--- src/rtl/sred_pkg.sv ---
package sred_pkg;
  typedef enum logic [1:0] {
    RED_PASS   = 2'd0,
    RED_MEAN   = 2'd1,
    RED_MEDIAN = 2'd2,
    RED_RSVD   = 2'd3
  } red_mode_e;

  localparam int unsigned CFG_W  = 32;
  localparam int unsigned CODE_W = 2;
endpackage

--- src/rtl/sred_cfg_regs.sv ---
module sred_cfg_regs #(
  parameter int unsigned NCH = 8,
  parameter int unsigned RW  = sred_pkg::CFG_W
) (
  input  logic              clk,
  input  logic              rst_n,
  input  logic              we,
  input  logic [RW-1:0]     wdata,
  output logic [RW-1:0]     rdata,
  output logic [2*NCH-1:0]  cnt_codes,
  output logic [2*NCH-1:0]  mode_codes
);
  localparam int unsigned MODE_LSB = RW / 2;

  logic [RW-1:0] word_q;

  always_ff @(posedge clk) begin
    if (!rst_n)  word_q <= '0;
    else if (we) word_q <= wdata;
  end

  assign rdata = word_q;

  for (genvar c = 0; c < NCH; c++) begin : g_ch
    assign cnt_codes[2*c +: 2]  = word_q[2*c +: 2];
    assign mode_codes[2*c +: 2] = word_q[MODE_LSB + 2*c +: 2];
  end


  cfg_readback_chk: assert property (@(posedge clk) disable iff (!rst_n)
    we |=> rdata == $past(wdata));
endmodule

--- src/rtl/sred_median_pick.sv ---
module sred_median_pick #(
  parameter int unsigned W     = 12,
  parameter int unsigned DEPTH = 8,
  localparam int unsigned NW   = $clog2(DEPTH) + 1
) (
  input  logic          clk,
  input  logic          rst_n,
  input  logic [W-1:0]  vals [DEPTH],
  input  logic [NW-1:0] n,
  output logic [W-1:0]  med
);
  logic [NW-1:0]    target;
  logic [DEPTH-1:0] hit;

  // lower middle position of the ascending order
  assign target = (n - NW'(1)) >> 1;

  for (genvar i = 0; i < DEPTH; i++) begin : g_rank
    logic [NW-1:0] rank_i;
    always_comb begin
      rank_i = '0;
      for (int j = 0; j < DEPTH; j++) begin
        if ((NW'(j) < n) &&
            ((vals[j] < vals[i]) || ((vals[j] == vals[i]) && (j < i))))
          rank_i = rank_i + NW'(1);
      end
    end
    assign hit[i] = (NW'(i) < n) && (rank_i == target);
  end

  always_comb begin
    med = '0;
    for (int i = 0; i < DEPTH; i++)
      if (hit[i]) med = vals[i];
  end


  median_unique_chk: assert property (@(posedge clk) disable iff (!rst_n)
    (n != '0) |-> $countones(hit) == 1);
endmodule

--- src/rtl/sred_out_stage.sv ---
module sred_out_stage #(
  parameter int unsigned W  = 12,
  parameter int unsigned CW = 3
) (
  input  logic          clk,
  input  logic          rst_n,
  input  logic          load,
  input  logic [W-1:0]  ld_value,
  input  logic [CW-1:0] ld_chan,
  input  logic          out_ready,
  output logic          out_valid,
  output logic [W-1:0]  out_value,
  output logic [CW-1:0] out_chan,
  output logic          room
);
  assign room = !out_valid || out_ready;

  always_ff @(posedge clk) begin
    if (!rst_n) begin
      out_valid <= 1'b0;
      out_value <= '0;
      out_chan  <= '0;
    end else if (load) begin
      out_valid <= 1'b1;
      out_value <= ld_value;
      out_chan  <= ld_chan;
    end else if (out_ready) begin
      out_valid <= 1'b0;
    end
  end


  stall_hold_chk: assert property (@(posedge clk) disable iff (!rst_n)
    out_valid && !out_ready |=> out_valid && $stable(out_value) && $stable(out_chan));
endmodule

--- src/rtl/sample_reducer.sv ---
module sample_reducer #(
  parameter int unsigned RES = 12,
  parameter int unsigned NCH = 8,
  localparam int unsigned CW    = $clog2(NCH),
  localparam int unsigned MAX_K = (1 << sred_pkg::CODE_W) - 1,
  localparam int unsigned DEPTH = 1 << MAX_K,
  localparam int unsigned IDXW  = MAX_K,
  localparam int unsigned NW    = MAX_K + 1,
  localparam int unsigned SUMW  = RES + MAX_K
) (
  input  logic                       clk,
  input  logic                       rst_n,
  input  logic                       cfg_we,
  input  logic [sred_pkg::CFG_W-1:0] cfg_wdata,
  output logic [sred_pkg::CFG_W-1:0] cfg_rdata,
  input  logic                       in_valid,
  output logic                       in_ready,
  input  logic [RES-1:0]             in_value,
  input  logic [CW-1:0]              in_chan,
  output logic                       out_valid,
  input  logic                       out_ready,
  output logic [RES-1:0]             out_value,
  output logic [CW-1:0]              out_chan,
  output logic                       avg_busy
);
  import sred_pkg::*;

  logic [2*NCH-1:0] cnt_codes, mode_codes;

  sred_cfg_regs #(.NCH(NCH), .RW(CFG_W)) u_cfg (
    .clk(clk), .rst_n(rst_n), .we(cfg_we), .wdata(cfg_wdata),
    .rdata(cfg_rdata), .cnt_codes(cnt_codes), .mode_codes(mode_codes)
  );

  // group state
  logic            grp_active;
  logic [CW-1:0]   grp_chan;
  red_mode_e       grp_mode;
  logic [1:0]      grp_k;
  logic [IDXW-1:0] grp_cnt;
  logic [SUMW-1:0] grp_sum;
  logic [RES-1:0]  grp_buf [DEPTH];

  // settings of the arriving sample's channel
  red_mode_e  mode_c;
  logic [1:0] code_c;
  logic       pass_c;
  assign mode_c = red_mode_e'(mode_codes[{in_chan, 1'b0} +: 2]);
  assign code_c = cnt_codes[{in_chan, 1'b0} +: 2];
  assign pass_c = (mode_c == RED_PASS) || (mode_c == RED_RSVD) || (code_c == 2'd0);

  logic            in_fire, cont, last, load;
  red_mode_e       eff_mode;
  logic [1:0]      eff_k;
  logic [IDXW-1:0] slot;
  logic [NW-1:0]   n_eff;
  logic [SUMW-1:0] sum_new;
  logic [RES-1:0]  mean_v, med_v, result;
  logic [RES-1:0]  pick_vals [DEPTH];

  assign in_fire  = in_valid && in_ready;
  assign cont     = grp_active && (in_chan == grp_chan);
  assign eff_mode = cont ? grp_mode : (pass_c ? RED_PASS : mode_c);
  assign eff_k    = cont ? grp_k : (pass_c ? 2'd0 : code_c);
  assign slot     = cont ? grp_cnt : '0;
  assign n_eff    = NW'(1) << eff_k;
  assign last     = ({1'b0, slot} + NW'(1)) == n_eff;
  assign load     = in_fire && last;

  assign sum_new = (cont ? grp_sum : '0) + SUMW'(in_value);
  assign mean_v  = RES'(sum_new >> eff_k);

  always_comb begin
    for (int i = 0; i < DEPTH; i++)
      pick_vals[i] = (IDXW'(i) == slot) ? in_value : grp_buf[i];
  end

  sred_median_pick #(.W(RES), .DEPTH(DEPTH)) u_med (
    .clk(clk), .rst_n(rst_n), .vals(pick_vals), .n(n_eff), .med(med_v)
  );

  always_comb begin
    unique case (eff_mode)
      RED_MEAN:   result = mean_v;
      RED_MEDIAN: result = med_v;
      default:    result = in_value;
    endcase
  end

  for (genvar s = 0; s < DEPTH; s++) begin : g_buf
    always_ff @(posedge clk) begin
      if (!rst_n)                            grp_buf[s] <= '0;
      else if (in_fire && slot == IDXW'(s))  grp_buf[s] <= in_value;
    end
  end

  always_ff @(posedge clk) begin
    if (!rst_n) begin
      grp_active <= 1'b0;
      grp_chan   <= '0;
      grp_mode   <= RED_PASS;
      grp_k      <= '0;
      grp_cnt    <= '0;
      grp_sum    <= '0;
    end else if (in_fire) begin
      if (last) begin
        grp_active <= 1'b0;
        grp_cnt    <= '0;
        grp_sum    <= '0;
      end else begin
        grp_active <= 1'b1;
        grp_chan   <= in_chan;
        grp_mode   <= eff_mode;
        grp_k      <= eff_k;
        grp_cnt    <= slot + IDXW'(1);
        grp_sum    <= sum_new;
      end
    end
  end

  assign avg_busy = grp_active;

  sred_out_stage #(.W(RES), .CW(CW)) u_out (
    .clk(clk), .rst_n(rst_n), .load(load), .ld_value(result), .ld_chan(in_chan),
    .out_ready(out_ready), .out_valid(out_valid), .out_value(out_value),
    .out_chan(out_chan), .room(in_ready)
  );


  no_partial_out_chk: assert property (@(posedge clk) disable iff (!rst_n)
    in_fire && !last |=> !out_valid);


  busy_clear_chk: assert property (@(posedge clk) disable iff (!rst_n)
    load |=> !avg_busy);


  restart_chk: assert property (@(posedge clk) disable iff (!rst_n)
    in_fire && grp_active && (in_chan != grp_chan) && !last |=> grp_cnt == IDXW'(1));
endmodule

--- config.mk ---
export PLATFORM = sky130hd
export DESIGN_NAME = sample_reducer
export DESIGN_NICKNAME = d
export VERILOG_FILES = /design/src/rtl/sred_pkg.sv /design/src/rtl/sred_cfg_regs.sv /design/src/rtl/sred_median_pick.sv /design/src/rtl/sred_out_stage.sv /design/src/rtl/sample_reducer.sv
export SDC_FILE = /design/constraint.sdc
export NUM_CORES = 1
export LEC_CHECK = 0
export BUFFER_PORTS_ARGS = -buffer_cell sky130_fd_sc_hd__clkbuf_2
export CAP_MARGIN = 10
export CORE_MARGIN = 2
export CORE_UTILIZATION = 46
export CTS_BUF_LIST = sky130_fd_sc_hd__clkbuf_2
export CTS_CLUSTER_SIZE = 12
export DETAILED_ROUTE_END_ITERATION = 8
export PLACE_DENSITY = 0.65
export SETUP_SLACK_MARGIN = 0.05
export SLEW_MARGIN = 40
export SYNTH_ARGS = -nofsm -noshare
export SYNTH_HDL_FRONTEND = slang
export SYNTH_SLANG_ARGS = --single-unit
--- constraint.sdc ---
create_clock -name clk -period 14.1 [get_ports clk]
set_clock_uncertainty 0.2 [all_clocks]
set_input_delay 2.115 -clock clk [delete_from_list [all_inputs] [get_ports clk]]
set_output_delay 2.115 -clock clk [all_outputs]
set_load 0.01 [all_outputs]
After elaboration in Yosys (flattened, before gate mapping)
Memory sizes are Yosys's and may differ from the RTL's. Index checks and enable logic that the tools add are counted.

Register bits after elaboration: 74. Bits in writable memories: 96. Input bits: 52. Output and inout bits: 50. Logic and storage cells: 456. Memories: 1.

Memory list: grp_buf (depth 8, bits a word 12, read ports 8, clocked after memory_dff 0, write ports 8, RTL line sample_reducer.sv:42) `logic [RES-1:0] grp_buf [DEPTH];`.

$add $sub $neg: 60. Order comparisons: 72. Equality and inequality tests: 55. Shifts and indexed selects: 4. Mux-type cells: 125. Bitwise gates (word level): 9. Reduce and logical (&&, ||, !) cells: 120.

Operator list (count): $lt A12 B12 Y1 (64); $eq A12 B12 Y1 (28); $mux W12 (24); $add A4 B1 Y4 const B (56); $mux W4 (56); $logic_and A1 B1 Y1 (83); $mux W1 (36); $eq A4 B3 Y1 (8); $shiftx A16 B5 Y2 (2); $logic_or A1 B1 Y1 (31); $mux W15 (2); $pmux W12 S2 (1); $lt A3 B4 Y1 const A (4); $add A15 B12 Y15 (1); $shr A15 B2 Y12 (1); $eq A3 B3 Y1 const A (4); $eq A3 B3 Y1 const B (4); $lt A1 B4 Y1 const A (2); $lt A2 B4 Y1 const A (2); $mux W2 (4); $or A1 B1 Y1 (8); $eq A2 B3 Y1 const A (2); $eq A3 B2 Y1 const B (2); $mux W3 (2); 16 further kinds (18).

Depth between registers and ports, before layout
Word-level depth: 35. Depth in mapped cells: 47. Mapped depth without buffers: 42.

By module
A second synthesis with hierarchy kept.

Cells, all modules: 2619. Area total of the unflattened synthesis: 22902.0 sq um.

By module, submodules not included: sred_median_pick (instances 1, cells each 1697, area each 12995.0 sq um, seq. area each 0.0 sq um); sample_reducer (instances 1, cells each 735, area each 7806.2 sq um, seq. area each 3403.3 sq um); sred_cfg_regs (instances 1, cells each 135, area each 1483.9 sq um, seq. area each 640.6 sq um); sred_out_stage (instances 1, cells each 52, area each 616.8 sq um, seq. area each 320.3 sq um).

Worst setup path after synthesis
No wires, ideal clock.

Kind: input port to flip-flop. Start: in in_chan[1]. End: reg u_out.out_value[11]. Setup time: 116 ps. Arrival: 11311 ps. Data required time: 13784 ps. Setup slack: 2473 ps. Stages: 45. Buffers on the path: 7. Cell sequence: buf_2 xnor2_1 and4_1 clkbuf_1 clkbuf_1 clkbuf_1 nand2_1 ha_1 nand2_1 clkbuf_1 clkbuf_1 nor2_1 a21oi_1 inv_1 ha_1 nand4_1 or4_1 o221ai_1 [... 9 more ...] nand2_1 a211oi_1 a311o_1 nor2_1 inv_1 ha_1 nand2_1 o21ai_0 ha_1 a21oi_1 o31a_1 or4_1 a211oi_2 nand3b_2 buf_6 mux2i_1 a211o_1 a31o_1.

Word-level cells in the longest chain between the ends: 35. Elaborated cells on any way between the ends: 377. Classes of those cells: add/sub (59); order compare (72); eq/ne (48); shift (4); mux (87); reduce/logical (107).

Ends and longest elaborated chain: start: declaration (RTL line sample_reducer.sv:19) `input logic [CW-1:0] in_chan,`; $shiftx A16 B5 Y2 (RTL line sample_reducer.sv:48) `assign mode_c = red_mode_e'(mode_codes[{in_chan, 1'b0} +: 2]);`; $eq A2 B2 Y1 / $logic_not A2 Y1 (equally long branches) (RTL line sample_reducer.sv:50) `assign pass_c = (mode_c == RED_PASS) || (mode_c == RED_RSVD) || (code_c == 2'd0);`; $logic_or A1 B1 Y1 (2 in series) (RTL line sample_reducer.sv:50); $mux W2 (2 in series) (RTL line sample_reducer.sv:64) `assign eff_k = cont ? grp_k : (pass_c ? 2'd0 : code_c);`; $shl A1 B2 Y4 (RTL line sample_reducer.sv:66) `assign n_eff = NW'(1) << eff_k;`; $lt A1 B4 Y1 (RTL line sred_median_pick.sv:23, sred_median_pick.sv:28); $logic_and A1 B1 Y1 (RTL line sred_median_pick.sv:23) `if ((NW'(j) < n) &&`; $mux W1 (RTL line sred_median_pick.sv:23); [... 10 more ...]; $add A4 B1 Y4 (RTL line sred_median_pick.sv:25) `rank_i = rank_i + NW'(1);`; $mux W4 (RTL line sred_median_pick.sv:23); $add A4 B1 Y4 (RTL line sred_median_pick.sv:25); $mux W4 (RTL line sred_median_pick.sv:23); $eq A4 B3 Y1 (RTL line sred_median_pick.sv:28) `assign hit[i] = (NW'(i) < n) && (rank_i == target);`; $logic_and A1 B1 Y1 (RTL line sred_median_pick.sv:28); $mux W12 (8 in series) (RTL line sred_median_pick.sv:34) `if (hit[i]) med = vals[i];`; $pmux W12 S2 (RTL line sample_reducer.sv:83) `unique case (eff_mode)`; end signal: assignment (RTL line sred_out_stage.sv:25) `out_value <= ld_value;`; end: declaration (RTL line sred_out_stage.sv:12) `output logic [W-1:0] out_value,`.

Parallel ways exist; a longest one is shown, timed or not. A chain may end at the register's enable or synchronous reset.

Worst setup path in the final report
Start: in in_chan[1]. End: reg u_out.out_value[5].

Same word-level chain as after synthesis.

==> summary.txt <==
result of the run - finished, final reports clean
vias per cell - 6.54
leakage power - 0.0113 µW
CP max stage cell - mux2i_1
total negative slack - 0 ns
P&R area growth vs syn - 8.25%
CP Max Fanout - 16
final core utilization - 50.6%
Crit path depth - 39
register bit total from synthesis - 170
pin count of the biggest net entering global routing - 68
Slowest Stage Delay on Critical Path - 0.57 ns
hold slack - 0.262 ns
Synth Cell Area - 0.0223 mm²
dpl ws - 1.21 ns
CP endpoint - u_out.out_value[5]
post-synthesis cell count - 2624
HP Class - flip-flop to flip-flop
post-CTS sizing - 0
RSZ-0062 raised after global routing - false
fmax - 82.3 MHz
RD Place Congestion - 1.09
Slew Viols, Final - 0
Unique masters post-synth - 113
Crit path max-delay family - simple AND/OR/NAND/NOR gates
Port-buffer cells - 101
Req. time, crit path - 14.66 ns
Ys Warns - 0
CP arrival - 12.70 ns
Avg WL per Cell - 27.1 µm
Post-Layout Cell Count - 3357
main flop type after synthesis - edfxtp_1
Clock Tree Buf Depth - 2
area occupied by registers - 0.00436 mm²
reg2reg end - u_out.out_value[5]
most common cell in the netlist - ha_1
Seq/Total Area, Yosys - 19.5%
final WL - 90900 µm
FF-to-FF Start - grp_chan[1]
Worst Tran Pin Value - 0.917 ns
worst vdd ir - 0.0870 mV
Post-synth EDFFs - 96
Die X - 224 µm
P per Cell Area - 62.3 mW/mm²
first-pass GRT wire length - 133000 µm
cts hold-fix bufs - 0
Root Driver - clkbuf_2
ranking of synthesized cells by area - ha_1 (22%), edfxtp_1 (13%), dfxtp_1 (6.6%)
nets@finish - 3170
Slew headroom - 38.2%
vias in the first global route - 20700
post-synth net total - 3069
Placed Instances - 3321
grt met3 use - 7.28%
CTS sink cnt - 170
most frequent cells after synthesis - ha_1 (392), nand2_1 (190), nor2_1 (179), a21oi_1 (174), inv_1 (164)
CP startpoint - in_chan[1]
Top Usage Layer GRT - met2
post-detail-place hpwl - 70000 µm
Post-CTS Setup Bufs - 0
Setup crit start kind - input port
Final WS setup - 1.96 ns
final global-route overflow total - 0
cell mode on critical path - ha_1
worst path bufs/invs - 6
met1 GRT Util - 47.3%
Boundary Pins - 102
Starting Density - 46.7%
final hold violations - 0
crit path kind - input port to flip-flop
Die ar. - 0.0504 mm²
Clock Latency Late Sink - 0.83 ns
R2R depth - 38
initial antenna violation count - 4
Worst R2R Setup Slack - 3.21 ns
total track usage - 35.4%
clock-pin slew on the worst setup and hold paths - 0.28 ns
M2 GR Usage - 53.4%
Synth async-reset ratio - 0%
Fill cells - 4559
area of the multi-input gates - 0.0170 mm²
Final setup viols - 0
Via Count - 21900
Max-cap violations - 0
crit path capture type - flip-flop
layout cells sized above 1 - 12.2%
number of core rows - 80
Die Span Y - 224 µm
post-route ant nets - 0
period utilisation layout - 86.1%
CTS tree - built
H-tree depth - 4
Avg Cell Area, Syn - 8.51 µm²
drt pass-1 iters - 8
Post-route DRC - 0
post-layout min period - 12.14 ns
Synth area leader - ha_1
post-synth top area share - 22.0%
initial DRC count - 2368
cts bufs inserted - 17
core area - 0.0478 mm²
## stage by stage
| step | total power (µW) | area (µm²) |
|---|---|---|
| 6_report | 1510 | 24200 |
| 4_1_cts | 1490 | 24200 |
| 2_1_floorplan | 1000 | 22300 |
| 5_1_grt | 1580 | 24200 |
| 3_5_place_dp | 1220 | 23900 |
| 3_3_place_gp | 1200 | 23900 |
## state kept, by name (all words and copies together) (netlist names)
name	cells
u_cfg.rdata	32
grp_chan	3
grp_sum	15
u_out.out_chan	3
grp_cnt	3
u_out.out_valid	1
grp_buf	96
u_out.out_value	12
avg_busy	1
grp_k	2
grp_mode	2
## cells by family after synthesis
kind of cell / synth area share [%]
compound gates: 20.8
xor+xnor: 5.85
fa+ha+maj: 22.1
buf+inv: 4.82
flops: 19.5
mux: 8.05
simple gates: 18.8
## power breakdown
part	switching (µW)	internal, µW	total (µW)
Combinational	418	248	667
Clock	189	86.0	275
Sequential	18.7	546	565
Total	626	881	1510
## worst register-to-register path, delay by kind of cell, from the launching register on
family,cells,cell delay (ns)
simple gates,11,3.11
fa+ha+maj,7,2.25
compound gates,10,1.65
mux,3,1.35
buf+inv,5,0.96
xor+xnor,2,0.88
flops,1,0.42
## layer usage
| metal | part of all wire, % | vias to the layer above | wire length (µm) |
|---|---|---|---|
| li1 | - | 9974 | - |
| met1 | 42 | 10500 | 38100 |
| met2 | 42 | 1229 | 38300 |
| met3 | 10 | 280 | 9050 |
| met4 | 6.0 | 2 | 5480 |
| met5 | 0.012 | - | 11 |
## worst min path at each step
stage                            end  startpoint  cells after the start  slack, ns
after floorplan           grp_sum[0]  grp_sum[0]                      2       0.23
after global placement    grp_sum[4]  grp_sum[4]                      2       0.23
after detailed placement  grp_sum[3]  grp_sum[3]                      2       0.24
after CTS                 grp_sum[3]  grp_sum[3]                      2       0.27
after global routing      grp_sum[8]  grp_sum[8]                      2       0.29
final                     grp_sum[8]  grp_sum[8]                      2       0.26
## placed cells by master, fill, tap and decap left out, drive strengths merged, types with 20 or more instances in the layout
master	instances
ha	392
nand2	191
nor2	180
a21oi	178
inv	174
mux2i	119
clkbuf	118
o21ai	113
and2	102
edfxtp	96
buf	87
xnor2	81
a21o	80
dfxtp	74
nand3	71
nand4	62
nor3	61
mux2	35
o21a	34
nor2b	33
o211ai	32
xor2	26
and3	24
a211oi	24
nand2b	22
or3	20
## area by class of cell
cell class | instances | area share [%]
flip-flops and latches | 170 | 18.0
clock inverters | 15 | 0.688
inverters | 171 | 2.66
multi-input cells | 2177 | 70.2
well taps | 615 | 3.18
clock buffers | 17 | 0.352
repair buffers | 188 | 4.80
diodes | 4 | 0.0414
(Power assumes the default switching activity.)
